File: src/rtl/i2c_rc_pkg.sv
// Shared constants and types for the I2C register/command front end.
// Assumes a 5-bit register pointer and a 4-bit command code.
package i2c_rc_pkg;
    localparam int ADDR_W = 5;
    localparam int CODE_W = 4;
    localparam int CHAN_W = 2;
    localparam logic [4:0] DEV_PREFIX = 5'b01011;

    typedef enum logic [2:0] {ST_IDLE, ST_RX, ST_ACK, ST_TX, ST_MACK} bus_state_t;
    typedef enum logic [1:0] {PH_ADDR, PH_INSTR, PH_DATA, PH_DROP} phase_t;

    typedef struct packed {
        logic              is_cmd;
        logic              cmd_ok;
        logic [CODE_W-1:0] code;
        logic [CHAN_W-1:0] chan;
        logic              sel_array;
        logic [ADDR_W-1:0] addr;
    } instr_t;
endpackage

File: src/rtl/i2c_rc_sync.sv
// Brings SCL and SDA into the clock domain through a flop chain.
// Reports SCL edges, and START/STOP as SDA edges while SCL is held high.
// Assumes the system clock is many times faster than SCL and STAGES >= 2.
module i2c_rc_sync #(
    parameter int STAGES = 2
) (
    input  logic clk,
    input  logic rst_n,
    input  logic scl_i,
    input  logic sda_i,
    output logic scl_s,
    output logic sda_s,
    output logic scl_rise,
    output logic scl_fall,
    output logic start_det,
    output logic stop_det
);
    logic [STAGES-1:0] scl_pipe;
    logic [STAGES-1:0] sda_pipe;
    logic              scl_q;
    logic              sda_q;

    // Shift both lines through the synchroniser and keep one extra copy for edges.
    always_ff @(posedge clk) begin
        if (!rst_n) begin
            scl_pipe <= '1;
            sda_pipe <= '1;
            scl_q    <= 1'b1;
            sda_q    <= 1'b1;
        end else begin
            scl_pipe <= {scl_pipe[STAGES-2:0], scl_i};
            sda_pipe <= {sda_pipe[STAGES-2:0], sda_i};
            scl_q    <= scl_pipe[STAGES-1];
            sda_q    <= sda_pipe[STAGES-1];
        end
    end

    assign scl_s     = scl_pipe[STAGES-1];
    assign sda_s     = sda_pipe[STAGES-1];
    assign scl_rise  = scl_s & ~scl_q;
    assign scl_fall  = ~scl_s & scl_q;
    assign start_det = scl_s & scl_q & sda_q & ~sda_s;
    assign stop_det  = scl_s & scl_q & ~sda_q & sda_s;
endmodule

File: src/rtl/i2c_rc_decode.sv
// Splits an instruction byte into register-access or quick-command fields.
// Purely combinational; cmd_ok is false for reserved codes or bit 2 set.
module i2c_rc_decode
    import i2c_rc_pkg::*;
#(
    parameter int CMD_LIMIT = 12
) (
    input  logic [7:0] ib,
    output instr_t     dec
);
    // Field extraction and command validity.
    always_comb begin
        dec.is_cmd    = ib[7];
        dec.code      = ib[6:3];
        dec.chan      = ib[1:0];
        dec.cmd_ok    = ib[7] & ~ib[2] & (ib[6:3] < CODE_W'(CMD_LIMIT));
        dec.sel_array = ib[5];
        dec.addr      = ib[4:0];
    end
endmodule

File: src/rtl/i2c_rc_ptr.sv
// Shared register pointer with space select.
// Wiper space advances modulo 2**SPAN_W; array space uses the full width.
// wr_ok is low for wiper locations beyond the implemented channels.
module i2c_rc_ptr
    import i2c_rc_pkg::*;
#(
    parameter int SPAN_W = 3,
    parameter int CH_W   = 2
) (
    input  logic              clk,
    input  logic              rst_n,
    input  logic              load,
    input  logic              load_array,
    input  logic [ADDR_W-1:0] load_addr,
    input  logic              step,
    output logic [ADDR_W-1:0] ptr,
    output logic              array,
    output logic              wr_ok
);
    localparam int PAD_W = ADDR_W - SPAN_W;

    logic [SPAN_W-1:0] wiper_next;
    assign wiper_next = ptr[SPAN_W-1:0] + SPAN_W'(1);

    // Load on instruction, advance after every access strobe.
    always_ff @(posedge clk) begin
        if (!rst_n) begin
            ptr   <= '0;
            array <= 1'b0;
        end else if (load) begin
            ptr   <= load_addr;
            array <= load_array;
        end else if (step) begin
            if (array) ptr <= ptr + ADDR_W'(1);
            else       ptr <= {{PAD_W{1'b0}}, wiper_next};
        end
    end

    assign wr_ok = array | (ptr[ADDR_W-1:CH_W] == '0);
endmodule

File: src/rtl/i2c_regcmd_slave.sv
// I2C slave front end: address match, instruction decode, pointer handling,
// byte transmit/receive with acknowledge. Oversampled from clk; SDA is
// open-drain via sda_oe. Assumes no clock stretching and 7-bit addressing.
module i2c_regcmd_slave
    import i2c_rc_pkg::*;
#(
    parameter int SYNC_STAGES  = 2,
    parameter int WIPER_SPAN_W = 3,
    parameter int WIPER_CH_W   = 2,
    parameter int CMD_LIMIT    = 12
) (
    input  logic              clk,
    input  logic              rst_n,
    input  logic              scl_i,
    input  logic              sda_i,
    output logic              sda_oe,
    input  logic [1:0]        strap,
    input  logic              nv_busy,
    output logic              reg_wr,
    output logic              reg_rd,
    output logic              reg_array,
    output logic [ADDR_W-1:0] reg_addr,
    output logic [7:0]        reg_wdata,
    input  logic [7:0]        reg_rdata,
    output logic              cmd_stb,
    output logic [CODE_W-1:0] cmd_code,
    output logic [CHAN_W-1:0] cmd_chan
);
    logic scl_s, sda_s, scl_rise, scl_fall, start_det, stop_det;

    bus_state_t        st;
    phase_t            ph;
    logic [7:0]        shreg;
    logic [3:0]        bitcnt;
    logic              rd_mode;
    logic              mack_ok;
    logic              data_stb;
    logic              ld_stb;
    logic              ld_array;
    logic [ADDR_W-1:0] ld_addr;
    logic              wr_ok;
    instr_t            dec;
    logic              addr_hit;

    i2c_rc_sync #(.STAGES(SYNC_STAGES)) u_sync (
        .clk(clk), .rst_n(rst_n), .scl_i(scl_i), .sda_i(sda_i),
        .scl_s(scl_s), .sda_s(sda_s), .scl_rise(scl_rise), .scl_fall(scl_fall),
        .start_det(start_det), .stop_det(stop_det)
    );

    i2c_rc_decode #(.CMD_LIMIT(CMD_LIMIT)) u_dec (
        .ib(shreg), .dec(dec)
    );

    i2c_rc_ptr #(.SPAN_W(WIPER_SPAN_W), .CH_W(WIPER_CH_W)) u_ptr (
        .clk(clk), .rst_n(rst_n), .load(ld_stb), .load_array(ld_array),
        .load_addr(ld_addr), .step(data_stb | reg_rd),
        .ptr(reg_addr), .array(reg_array), .wr_ok(wr_ok)
    );

    assign addr_hit = (shreg[7:1] == {DEV_PREFIX, strap});
    assign reg_wr   = data_stb & wr_ok;

    // Bus protocol engine: shifts bits, places acknowledges, issues strobes.
    always_ff @(posedge clk) begin
        if (!rst_n) begin
            st        <= ST_IDLE;
            ph        <= PH_ADDR;
            shreg     <= '0;
            bitcnt    <= '0;
            rd_mode   <= 1'b0;
            mack_ok   <= 1'b0;
            sda_oe    <= 1'b0;
            data_stb  <= 1'b0;
            reg_rd    <= 1'b0;
            ld_stb    <= 1'b0;
            ld_array  <= 1'b0;
            ld_addr   <= '0;
            reg_wdata <= '0;
            cmd_stb   <= 1'b0;
            cmd_code  <= '0;
            cmd_chan  <= '0;
        end else begin
            data_stb <= 1'b0;
            reg_rd   <= 1'b0;
            ld_stb   <= 1'b0;
            cmd_stb  <= 1'b0;
            if (start_det) begin
                st      <= ST_RX;
                ph      <= PH_ADDR;
                bitcnt  <= '0;
                sda_oe  <= 1'b0;
                rd_mode <= 1'b0;
                mack_ok <= 1'b0;
            end else if (stop_det) begin
                st     <= ST_IDLE;
                sda_oe <= 1'b0;
            end else begin
                case (st)
                    ST_RX: begin
                        if (scl_rise && bitcnt < 4'd8) begin
                            shreg  <= {shreg[6:0], sda_s};
                            bitcnt <= bitcnt + 4'd1;
                        end else if (scl_fall && bitcnt == 4'd8) begin
                            bitcnt <= '0;
                            st     <= ST_ACK;
                            sda_oe <= 1'b1;
                            case (ph)
                                PH_ADDR: begin
                                    if (!addr_hit || nv_busy) begin
                                        st     <= ST_IDLE;
                                        sda_oe <= 1'b0;
                                    end else begin
                                        rd_mode <= shreg[0];
                                        ph      <= PH_INSTR;
                                        if (shreg[0]) begin
                                            shreg  <= reg_rdata;
                                            reg_rd <= 1'b1;
                                        end
                                    end
                                end
                                PH_INSTR: begin
                                    if (dec.is_cmd) begin
                                        ph       <= PH_DROP;
                                        cmd_stb  <= dec.cmd_ok;
                                        cmd_code <= dec.code;
                                        cmd_chan <= dec.chan;
                                    end else begin
                                        ph       <= PH_DATA;
                                        ld_stb   <= 1'b1;
                                        ld_array <= dec.sel_array;
                                        ld_addr  <= dec.addr;
                                    end
                                end
                                PH_DATA: begin
                                    data_stb  <= 1'b1;
                                    reg_wdata <= shreg;
                                end
                                default: ;
                            endcase
                        end
                    end
                    ST_ACK: begin
                        if (scl_fall) begin
                            bitcnt <= '0;
                            if (rd_mode) begin
                                st     <= ST_TX;
                                sda_oe <= ~shreg[7];
                            end else begin
                                st     <= ST_RX;
                                sda_oe <= 1'b0;
                            end
                        end
                    end
                    ST_TX: begin
                        if (scl_fall) begin
                            if (bitcnt == 4'd7) begin
                                st     <= ST_MACK;
                                sda_oe <= 1'b0;
                                bitcnt <= '0;
                            end else begin
                                sda_oe <= ~shreg[6];
                                shreg  <= {shreg[6:0], 1'b0};
                                bitcnt <= bitcnt + 4'd1;
                            end
                        end
                    end
                    ST_MACK: begin
                        if (scl_rise) begin
                            if (sda_s) st <= ST_IDLE;
                            else       mack_ok <= 1'b1;
                        end else if (scl_fall && mack_ok) begin
                            mack_ok <= 1'b0;
                            shreg   <= reg_rdata;
                            reg_rd  <= 1'b1;
                            sda_oe  <= ~reg_rdata[7];
                            st      <= ST_TX;
                        end
                    end
                    default: ;
                endcase
            end
        end
    end
endmodule

File: config.mk
export PLATFORM = sky130hd
export DESIGN_NAME = i2c_regcmd_slave
export DESIGN_NICKNAME = d
export VERILOG_FILES = /design/src/rtl/i2c_rc_pkg.sv /design/src/rtl/i2c_rc_sync.sv /design/src/rtl/i2c_rc_decode.sv /design/src/rtl/i2c_rc_ptr.sv /design/src/rtl/i2c_regcmd_slave.sv
export SDC_FILE = /design/constraint.sdc
export NUM_CORES = 1
export LEC_CHECK = 0
export BUFFER_PORTS_ARGS = -buffer_cell sky130_fd_sc_hd__buf_2
export CAP_MARGIN = 20
export CORE_MARGIN = 1.5
export CORE_UTILIZATION = 43
export DETAILED_ROUTE_END_ITERATION = 12
export SYNTH_ARGS = -nofsm -noshare
export SYNTH_HDL_FRONTEND = slang
export SYNTH_SLANG_ARGS = --single-unit
File: constraint.sdc
create_clock -name clk -period 4.35 [get_ports clk]
set_input_delay 1.305 -clock clk [delete_from_list [all_inputs] [get_ports clk]]
set_output_delay 1.305 -clock clk [all_outputs]
set_load 0.01 [all_outputs]
# Word-level counts from Yosys, hierarchy flattened
# Cells that the tools add are included.
# totals
input_bits,15
reg_bits,56
output_inout_bits,24
elab_cells,180
# classes
mux,60
n_addsub,3
magnitude_cmp,2
bitwise_logic,28
eq_ne,32
n_reduce_logical,31
# op_table
op,n
two-way mux 8 bit,9
two-way mux 1 bit,25
two-way mux 3 bit,8
one-hot mux 8 bit (3 select lines),1
AND reduction 7 bit,3
two-way mux 4 bit,5
"!= test 2 bit, second input constant",10
"!= test 4 bit, second input constant",5
AND reduction 6 bit,3
inverter 1 bit,16
AND reduction 8 bit,2
two-way mux 5 bit,3
"!= test 3 bit, second input constant",4
one-hot mux 3 bit (4 select lines),1
one-hot mux 4 bit (3 select lines),1
AND reduction 11 bit,1
AND 1 bit,10
AND reduction 10 bit,1
"less-than comparator 4 bit, second input constant",2
two-way mux 2 bit,4
OR reduction 8 bit,1
== test 7 x 6 -> 1 bit,1
OR reduction 7 bit,1
"== test 3 x 2 -> 1 bit, second input constant",2
other kinds (30),37

# Longest topological paths before layout
# Gate-level depths: netlist of the first run.
# depth
word_depth,10
ltp_mapped,8
mapped_depth_nobuf,7

# By module
# Synthesis of the first run repeated with hierarchy kept, for this count alone.
# unflattened
hier_cells,327
area_unflattened_um2,2994.1
# modules_own_cells
mod,seq_area_each_um2,instances,cells_each,area_per_inst_um2
i2c_regcmd_slave,880.8,1,257,2302.2
i2c_rc_ptr,120.1,1,39,387.9
i2c_rc_sync,120.1,1,16,190.2
i2c_rc_decode,0.0,1,15,113.9

# Worst setup path after synthesis of the first run
# Ideal clock, no wire load.
# synth_timing
path_type,input to register
start,input port nv_busy
end,register shreg[5]
path_slack_ns,1.687
setup_time_ns,0.119
path_stages,6
n_path_buf,1
arrival_ns,2.543
path_cell_list,nor4_1 -> and4_1 -> nor3_1 -> or4_1 -> buf_6 -> mux2i_1
# synth_via
elab_chain_len,3
# synth_lines
item,line_no,text
from (decl),i2c_regcmd_slave.sv:18,"input logic nv_busy,"
logical OR 1 bit,i2c_regcmd_slave.sv:110,if (!addr_hit || nv_busy) begin
!= test 3 bit (no source line),--,
AND reduction 11 bit (no source line),--,
to (signal assigned),i2c_regcmd_slave.sv:102,"shreg <= {shreg[6:0], sda_s};"
to (signal assigned),i2c_regcmd_slave.sv:117,shreg <= reg_rdata;
to (signal assigned),i2c_regcmd_slave.sv:163,"shreg <= {shreg[6:0], 1'b0};"
to (decl),i2c_regcmd_slave.sv:33,logic [7:0] shreg;
# Every way passes these cells.
# A chain may end at the register's enable or synchronous reset.

# Worst setup path in the final report of the first run
# layout_timing
start,input port strap[1]
end,register shreg[5]
# layout_via
elab_chain_len,5
# layout_lines
item,line_no,text
from (decl),i2c_regcmd_slave.sv:17,"input logic [1:0] strap,"
== test 7 x 6 -> 1 bit,i2c_regcmd_slave.sv:61,"assign addr_hit = (shreg[7:1] == {DEV_PREFIX, strap});"
zero test 1 bit,i2c_regcmd_slave.sv:110,
logical OR 1 bit,i2c_regcmd_slave.sv:110,
!= test 3 bit (no source line),--,
AND reduction 11 bit (no source line),--,
# Every way passes these cells.

==> results.md, run 1 <==
| Quantity | This run | Unit |
|---|---|---|
| Fin crit share | 0.620 | - |
| Clock edge transition at the registers on the reported setup and hold paths | 0.10 | ns |
| Clock network power share | 0.379 | - |
| Finished Layout Cells | 417 | - |
| Post-route antenna net violation count | 0 | - |
| Post-Syn Area per Cell | 8.73 | um2 |
| Pwr Density | 298 | nW/um2 |
| Clock latency at the later pin of the worst-skew pair | 0.31 | ns |
| Floorplan die height | 82.7 | um |
| Placed cell area | 2930 | um2 |
| Crit path kind | in2reg | - |
| Minimum period implied by the final worst setup slack | 2.70 | ns |
| Path category of the worst min-delay check | reg2reg | - |
| Biggest fanout along the worst timing path | 7 | - |
| Number of distinct library cells after synthesis | 56 | - |
| Cells resized by post-CTS repair | 0 | - |
| CTS tree | built | - |
| Number of DRC violations after detailed-routing iteration 0 | 131 | - |
| Total die area | 6840 | um2 |
| Number of failing setup endpoints in the final timing report | 0 | - |
| Type of element capturing the critical path | flop | - |
| Fmax | 0.371 | GHz |
| Inserted Clock Buffers | 5 | - |
| Number of antenna violations at the first check in global routing | 0 | - |
| Layout Area Growth over Synthesis | 11.4 | % |
| RSZ-0062 raised after global routing | no | - |
| Port-buffer cells | 38 | - |
| Hold buffer count at cts | 0 | - |
| Dominant cells by area after synthesis | sky130_fd_sc_hd__dfxtp_1, sky130_fd_sc_hd__mux2i_1, sky130_fd_sc_hd__nand2_1 | - |
| Part of the Yosys area used for sequential elements | 0.410 | - |
| Commonest cells in the netlist | sky130_fd_sc_hd__dfxtp_1, sky130_fd_sc_hd__nand2_1, sky130_fd_sc_hd__nor2_1, sky130_fd_sc_hd__mux2i_1, sky130_fd_sc_hd__a21oi_1 | - |
| Flip-flop and latch count after synthesis | 56 | - |
| Count of standard-cell rows | 28 | - |
| Number of buffers inserted by post-CTS setup repair | 0 | - |
| Count of H-tree levels built during CTS | 2 | - |
| Result of the run | complete, no violations | - |
| HPWL reported at the end of detailed placement | 4.34 | mm |
| Clock skew | 0.0112 | ns |
| Leak Pwr | 0.00131 | uW |
| Met1 Track Usage GR | 0.249 | - |
| Final hold violation count | 0 | - |
| Final Power | 907 | uW |
| Post-Synthesis Cell Area | 2730 | um2 |
| Number of synthesized flops with an enable pin | 0 | - |
| Transition time at the pin with the least slew margin | 0.620 | ns |
| Total wire length after detailed routing | 6.08 | mm |
| Total number of vias | 2272 | - |
| Highest ir drop seen on vdd | 154 | uV |
| Final RePlAce weighted congestion | 0.869 | - |
| Data arrival time of the worst path | 2.89 | ns |
| Portion of total power attributed to sequential cells | 0.573 | - |
| Internal power component | 703 | uW |
| Max-cap violations | 0 | - |
| Setup TNS | 0 | ns |
| Dominant register cell in the synthesized netlist | sky130_fd_sc_hd__dfxtp_1 | - |
| Post-layout net count | 359 | - |
| Top-Level Pins | 39 | - |
| Remaining DRCs | 0 | - |
| Cell count after placement | 409 | - |
| Die width | 82.7 | um |
| Total nets after synthesis | 331 | - |
| YS warnings | 0 | - |
| CTS Root Cell | sky130_fd_sc_hd__clkbuf_8 | - |
| Layer with the highest usage | met2 | - |
| Wire length of the first global-routing pass | 9.49 | mm |
| Avg Vias per Cell | 5.45 | - |
| Met3 layer usage reported by global route | 0.0363 | - |
| Worst setup margin | 1.65 | ns |
| Pin count of the biggest net entering global routing | 34 | - |
| Biggest area consumer among synthesized cells | sky130_fd_sc_hd__dfxtp_1 | - |
| Starting density of the core | 0.453 | - |
| CP startpoint kind | input port | - |
| Async SR Flop Fraction | 0 | - |
| Ant diodes | 0 | - |
| Count leader, synth | sky130_fd_sc_hd__dfxtp_1 | - |
| Switching Fraction | 0.225 | - |
| First-pass iteration count of the detailed router | 4 | - |
| Met2 Use GR | 0.289 | - |
| Net switching power | 204 | uW |
| Total global routing track utilization | 0.181 | - |
| Synthesized instance count | 313 | - |
| Max Root-Sink Buffers | 2 | - |
| Placeable core area | 6030 | um2 |
| Final global-route overflow total | 0 | - |
| Slew HR | 0.584 | - |
| WP data required | 4.55 | ns |
| Share of the synthesized area in the top cell type | 0.410 | - |
| DR WL/cell | 14.6 | um |
| Fin. max-slew vios | 0 | - |
| Place WS | 1.31 | ns |
| Via count of the first global-routing pass | 1977 | - |
| Final standard cell area without fillers | 3040 | um2 |
| Clock net sink count | 56 | - |
| Combinational cell fraction of total power | 0.048 | - |
| Fraction of final layout cells sized beyond drive strength 1 | 0.155 | - |
registers in the layout, summed over array words and instances (netlist names), 2 cells and up:
name             count
ld_addr              5
reg_wdata            8
cmd_code             4
u_ptr.ptr            5
ph                   2
shreg                8
u_sync.sda_pipe      2
cmd_chan             2
u_sync.scl_pipe      2
st                   3
bitcnt               4
through the flow:
stage	util	hold slack [ns]
floorplan	-	0.386
global placement	0.487	0.390
detailed placement	0.487	0.397
CTS	0.505	0.432
global route	0.505	0.435
finish	0.505	0.422
path summary, 6_finish.rpt:
kind | to | cells after the start | slack, ns | from
worst min register to register | u_sync.scl_pipe[1]$_SDFF_PN1_ | 1 | 0.42 | u_sync.scl_pipe[0]$_SDFF_PN1_
worst max register to register | reg_wdata[6]$_SDFFE_PN0P_ | 5 | 1.94 | st[0]$_SDFFE_PN0P_
worst max-delay path | shreg[5]$_SDFFE_PN0P_ | 6 | 1.65 | strap[1]
worst min-delay path | u_sync.scl_pipe[1]$_SDFF_PN1_ | 1 | 0.42 | u_sync.scl_pipe[0]$_SDFF_PN1_
kinds of logic after synthesis:
kind of cell | share of synthesized area
AND/OR/NAND/NOR | 0.259
flip-flops | 0.410
AO/OA/AOI/OAI | 0.135
multiplexers | 0.121
buffers and inverters | 0.0449
XOR/XNOR | 0.0160
adder cells (fa/ha/maj) | 0.0137
power by group through the flow:
stage | Clock (uW) | Combinational, uW | Sequential, uW
3_5_place_dp | 0 | 44.2 | 532
4_1_cts | 350 | 44.2 | 520
6_report | 344 | 43.8 | 520
5_1_grt | 369 | 48.7 | 521
2_1_floorplan | 0 | 35.8 | 528
3_3_place_gp | 0 | 43.8 | 531
routing by layer:
metal / share of wire / vias to the layer above
met1: 0.51 / 1043
met2: 0.44 / 57
li1: - / 1163
met4: 0.011 / 0
met5: 0 / -
met3: 0.041 / 9
critical path, cell delays in order:
cell,delay (ns)
sky130_fd_sc_hd__buf_2,0.10
sky130_fd_sc_hd__xnor2_1,0.16
sky130_fd_sc_hd__and4_1,0.31
sky130_fd_sc_hd__nor3_1,0.08
sky130_fd_sc_hd__or4_1,0.74
sky130_fd_sc_hd__mux2i_1,0.19
cell usage in the layout (no fill, tap or decap), types with 6 or more instances in the layout:
cell type | netlist | final
sky130_fd_sc_hd__dfxtp_1 | 56 | 56
sky130_fd_sc_hd__nor2_1 | 39 | 39
sky130_fd_sc_hd__nand2_1 | 39 | 39
sky130_fd_sc_hd__buf_2 | 2 | 38
sky130_fd_sc_hd__mux2i_1 | 33 | 33
sky130_fd_sc_hd__a21oi_1 | 13 | 13
sky130_fd_sc_hd__inv_1 | 10 | 10
sky130_fd_sc_hd__o21ai_0 | 7 | 7
sky130_fd_sc_hd__nor3_1 | 7 | 7
sky130_fd_sc_hd__nand3b_1 | 6 | 6
sky130_fd_sc_hd__nand3_1 | 6 | 6
sky130_fd_sc_hd__nand2b_1 | 6 | 6
sky130_fd_sc_hd__a32o_1 | 6 | 6
area by class of cell:
cell class / count / area, um2
timing repair buffer: 38 / 190
multi-input combinational: 230 / 1490
clock inverter: 3 / 42.5
sequential: 56 / 1120
clock buffer: 5 / 68.8
tap: 75 / 93.8
inverter: 10 / 37.5
fill: 598 / 2980
Note: power is estimated with default switching activity, not from simulation.
==> inputs of run 2 (changes only) <==
- PLACE_DENSITY: not set -> 0.65
- clock period: 4.35 -> 2.2 ns (I/O delays scaled with it)
==> run 2 against run 1 <==
Against the previous run:
- worst setup slack worse by 1.5 ns
- utilization increased by 2.2 points
- non-clock buffer count grew 18
- power up 89%
- sequential power rose by 98%
- combinational power rose by 120%
- register-to-register slack lost 1.8 ns
- global-route usage rose by 0.92 points
- critical path type is now reg2reg
- largest power group unchanged
==> results.md, run 2 (synthesized netlist as in run 1, its figures left out) <==
| Quantity | This run | Unit | vs previous |
|---|---|---|---|
| Result of the run | complete, no violations | - |  |
| Top-Level Pins | 39 | - | unchanged |
| Met1 Track Usage GR | 0.263 | - | +0.0143 |
| CP max stage cell | sky130_fd_sc_hd__or4_1 | - |  |
| Data arrival time of the worst path | 2.28 | ns | -0.61 ns |
| Largest registers | reg_wdata: 8 flops, shreg: 8 flops | - |  |
| Die width | 82.7 | um | unchanged |
| Number of DRC violations after detailed-routing iteration 0 | 186 | - | +42% |
| CTS Root Cell | sky130_fd_sc_hd__clkbuf_8 | - |  |
| Max-cap violations | 0 | - | unchanged |
| Type of element capturing the critical path | flop | - |  |
| RSZ-0062 raised after global routing | no | - |  |
| CP startpoint kind | flop | - |  |
| Cells along the critical path | buf_4, nand3b_1, a22oi_1, nand4_1, or4_1, buf_4, mux2i_1 | - |  |
| WP data required | 2.42 | ns | -2.13 ns |
| HPWL reported at the end of detailed placement | 4.62 | mm | +6.6% |
| Pin count of the biggest net entering global routing | 30 | - | -12% |
| Minimum period implied by the final worst setup slack | 2.06 | ns |  |
| Total die area | 6840 | um2 | unchanged |
| Largest stage delay on the critical path | 0.54 | ns | -0.20 ns |
| Internal power component | 1290 | uW | +84% |
| Final RePlAce weighted congestion | 0.882 | - | +1.6% |
| Layout Area Growth over Synthesis | 16.2 | % |  |
| Post-layout net count | 377 | - | +5.0% |
| Number of buffers inserted by post-CTS setup repair | 0 | - | unchanged |
| Most common cell after layout, fill and taps aside | sky130_fd_sc_hd__dfxtp_1 | - |  |
| Cell count after placement | 427 | - | +4.4% |
| Via count of the first global-routing pass | 2041 | - | +3.2% |
| Net switching power | 421 | uW | +110% |
| Placeable core area | 6030 | um2 | unchanged |
| Met2 Use GR | 0.282 | - | -0.00732 |
| CTS tree | built | - |  |
| Met3 layer usage reported by global route | 0.0462 | - | +0.00989 |
| Fraction of final layout cells sized beyond drive strength 1 | 0.200 | - | +0.0450 |
| Clock net sink count | 56 | - | unchanged |
| Floorplan die height | 82.7 | um | unchanged |
| Path category of the worst min-delay check | reg2reg | - |  |
| Portion of total power attributed to sequential cells | 0.600 | - | +0.027 |
| Pwr Density | 539 | nW/um2 | +81% |
| Total wire length after detailed routing | 6.21 | mm | +2.2% |
| Switching Fraction | 0.246 | - | +0.0209 |
| Fin. max-slew vios | 0 | - | unchanged |
| Clock edge transition at the registers on the reported setup and hold paths | 0.11 | ns | about the same |
| Count of standard-cell rows | 28 | - | unchanged |
| Slew HR | 0.581 | - | -0.00337 |
| Final-layout fill cell count | 597 | - | -0.17% |
| Count of H-tree levels built during CTS | 2 | - | unchanged |
| Share of the core filled with cells | 0.527 | - | +0.0218 |
| Combinational cell fraction of total power | 0.055 | - | +0.007 |
| Finished Layout Cells | 435 | - | +4.3% |
| Clock network power share | 0.345 | - | -0.034 |
| Post-Route Hold Slack | 0.417 | ns | -0.00463 ns |
| Avg Vias per Cell | 5.40 | - | -0.85% |
| DR WL/cell | 14.3 | um | -2.1% |
| Biggest fanout along the worst timing path | 7 | - | unchanged |
| Number of failing setup endpoints in the final timing report | 0 | - | unchanged |
| Ant diodes | 0 | - | unchanged |
| Crit path kind | reg2reg | - |  |
| Number of antenna violations at the first check in global routing | 0 | - | unchanged |
| Layer with the highest usage | met2 | - |  |
| Max Root-Sink Buffers | 2 | - | unchanged |
| Remaining DRCs | 0 | - | unchanged |
| Post-route antenna net violation count | 0 | - | unchanged |
| Final Power | 1710 | uW | +89% |
| Transition time at the pin with the least slew margin | 0.628 | ns | +0.00852 ns |
| Commonest cells after routing, fill and taps aside | sky130_fd_sc_hd__dfxtp_1, sky130_fd_sc_hd__nor2_1, sky130_fd_sc_hd__nand2_1 | - |  |
| Worst setup margin | 0.139 | ns | -1.51 ns |
| Fmax | 0.485 | GHz |  |
| Starting density of the core | 0.453 | - | unchanged |
| Final hold violation count | 0 | - | unchanged |
| Total global routing track utilization | 0.191 | - | +0.00923 |
| First-pass iteration count of the detailed router | 4 | - | unchanged |
| Worst flop-to-flop path startpoint | u_sync.scl_pipe[1]$_SDFF_PN1_ | - |  |
| Most used cell, CP | sky130_fd_sc_hd__buf_4 | - |  |
| Final global-route overflow total | 0 | - | unchanged |
| Fin crit share | 0.937 | - |  |
| Total number of vias | 2350 | - | +3.4% |
| Highest ir drop seen on vdd | 378 | uV | +150% |
| Inserted Clock Buffers | 5 | - | unchanged |
| Port-buffer cells | 38 | - | unchanged |
| Place WS | -0.00328 | ns | -1.31 ns |
| Leak Pwr | 0.00139 | uW | +6.6% |
| Clock skew | 0.0138 | ns | +0.00261 ns |
| Launching element of the worst setup path | u_sync.scl_pipe[1]$_SDFF_PN1_ | - |  |
| Wire length of the first global-routing pass | 9.72 | mm | +2.5% |
| Clock latency at the later pin of the worst-skew pair | 0.32 | ns | about the same |
| Startpoint of the worst hold path | u_sync.sda_pipe[0]$_SDFF_PN1_ | - |  |
[run 2: cell types whose count changed in the layout (fill, tap and decap cells not counted)]
cell / before / now
sky130_fd_sc_hd__dfxtp_1: 56 / 55
sky130_fd_sc_hd__clkinv_2: 1 / 0
sky130_fd_sc_hd__bufinv_16: 1 / 0
sky130_fd_sc_hd__inv_6: 0 / 2
sky130_fd_sc_hd__dfxtp_2: 0 / 1
sky130_fd_sc_hd__buf_12: 0 / 1
sky130_fd_sc_hd__buf_4: 0 / 17
[run 2: what timing repair did]
item / CTS / global route
setup endpoints to repair: 0 / 3
hold endpoints to repair: 0 / 0
hold buffers: 0 / 0
gates resized for setup: 0 / 1
[run 2: worst max-delay path, delay by kind of cell, from the launching register on]
family / cells / cell delay [ns]
AOI/OAI and AO/OA: 1 / 0.20
muxes: 1 / 0.13
DFF: 1 / 0.36
and+or+nand+nor: 3 / 0.93
buffers and inverters: 2 / 0.35
[run 2: metal layers]
layer,part of all wire,wire length [um]
met1,0.52,3220
met2,0.42,2590
met3,0.049,303
met4,0.015,94
met5,0,0
[run 2: metrics by stage]
stage           TNS, ns  instance area (um2)
6_report              0                 3170
4_1_cts               0                 3170
2_1_floorplan         0                 2730
3_3_place_gp          0                 3080
5_1_grt               0                 3170
3_5_place_dp   -0.00328                 3080
[run 2: final cells by class]
type                    count  area [um2]  area share
clock inverters             3        25.0     0.00788
repair buffers             56         338       0.106
clock buffers               5        68.8      0.0217
flip-flops and latches     56        1120       0.354
well taps                  75        93.8      0.0296
inverters                  10        37.5      0.0118
multi-input cells         230        1490       0.469
[run 2: final timing paths]
kind | endpoint | slack (ns) | cells past startpoint
min reg2reg | u_sync.sda_pipe[1]$_SDFF_PN1_ | 0.42 | 1
max reg2reg | shreg[1]$_SDFFE_PN0P_ | 0.14 | 7
min | u_sync.sda_pipe[1]$_SDFF_PN1_ | 0.42 | 1
max | shreg[1]$_SDFFE_PN0P_ | 0.14 | 7
[run 2: power by group through the flow]
stage          sequential (uW)  clock (uW)  combinational [uW]
6_report                  1030         590                95.0
5_1_grt                   1030         650                 103
4_1_cts                   1030         609                94.6
3_5_place_dp              1050           0                94.2
3_3_place_gp              1050           0                94.4
2_1_floorplan             1040           0                70.8
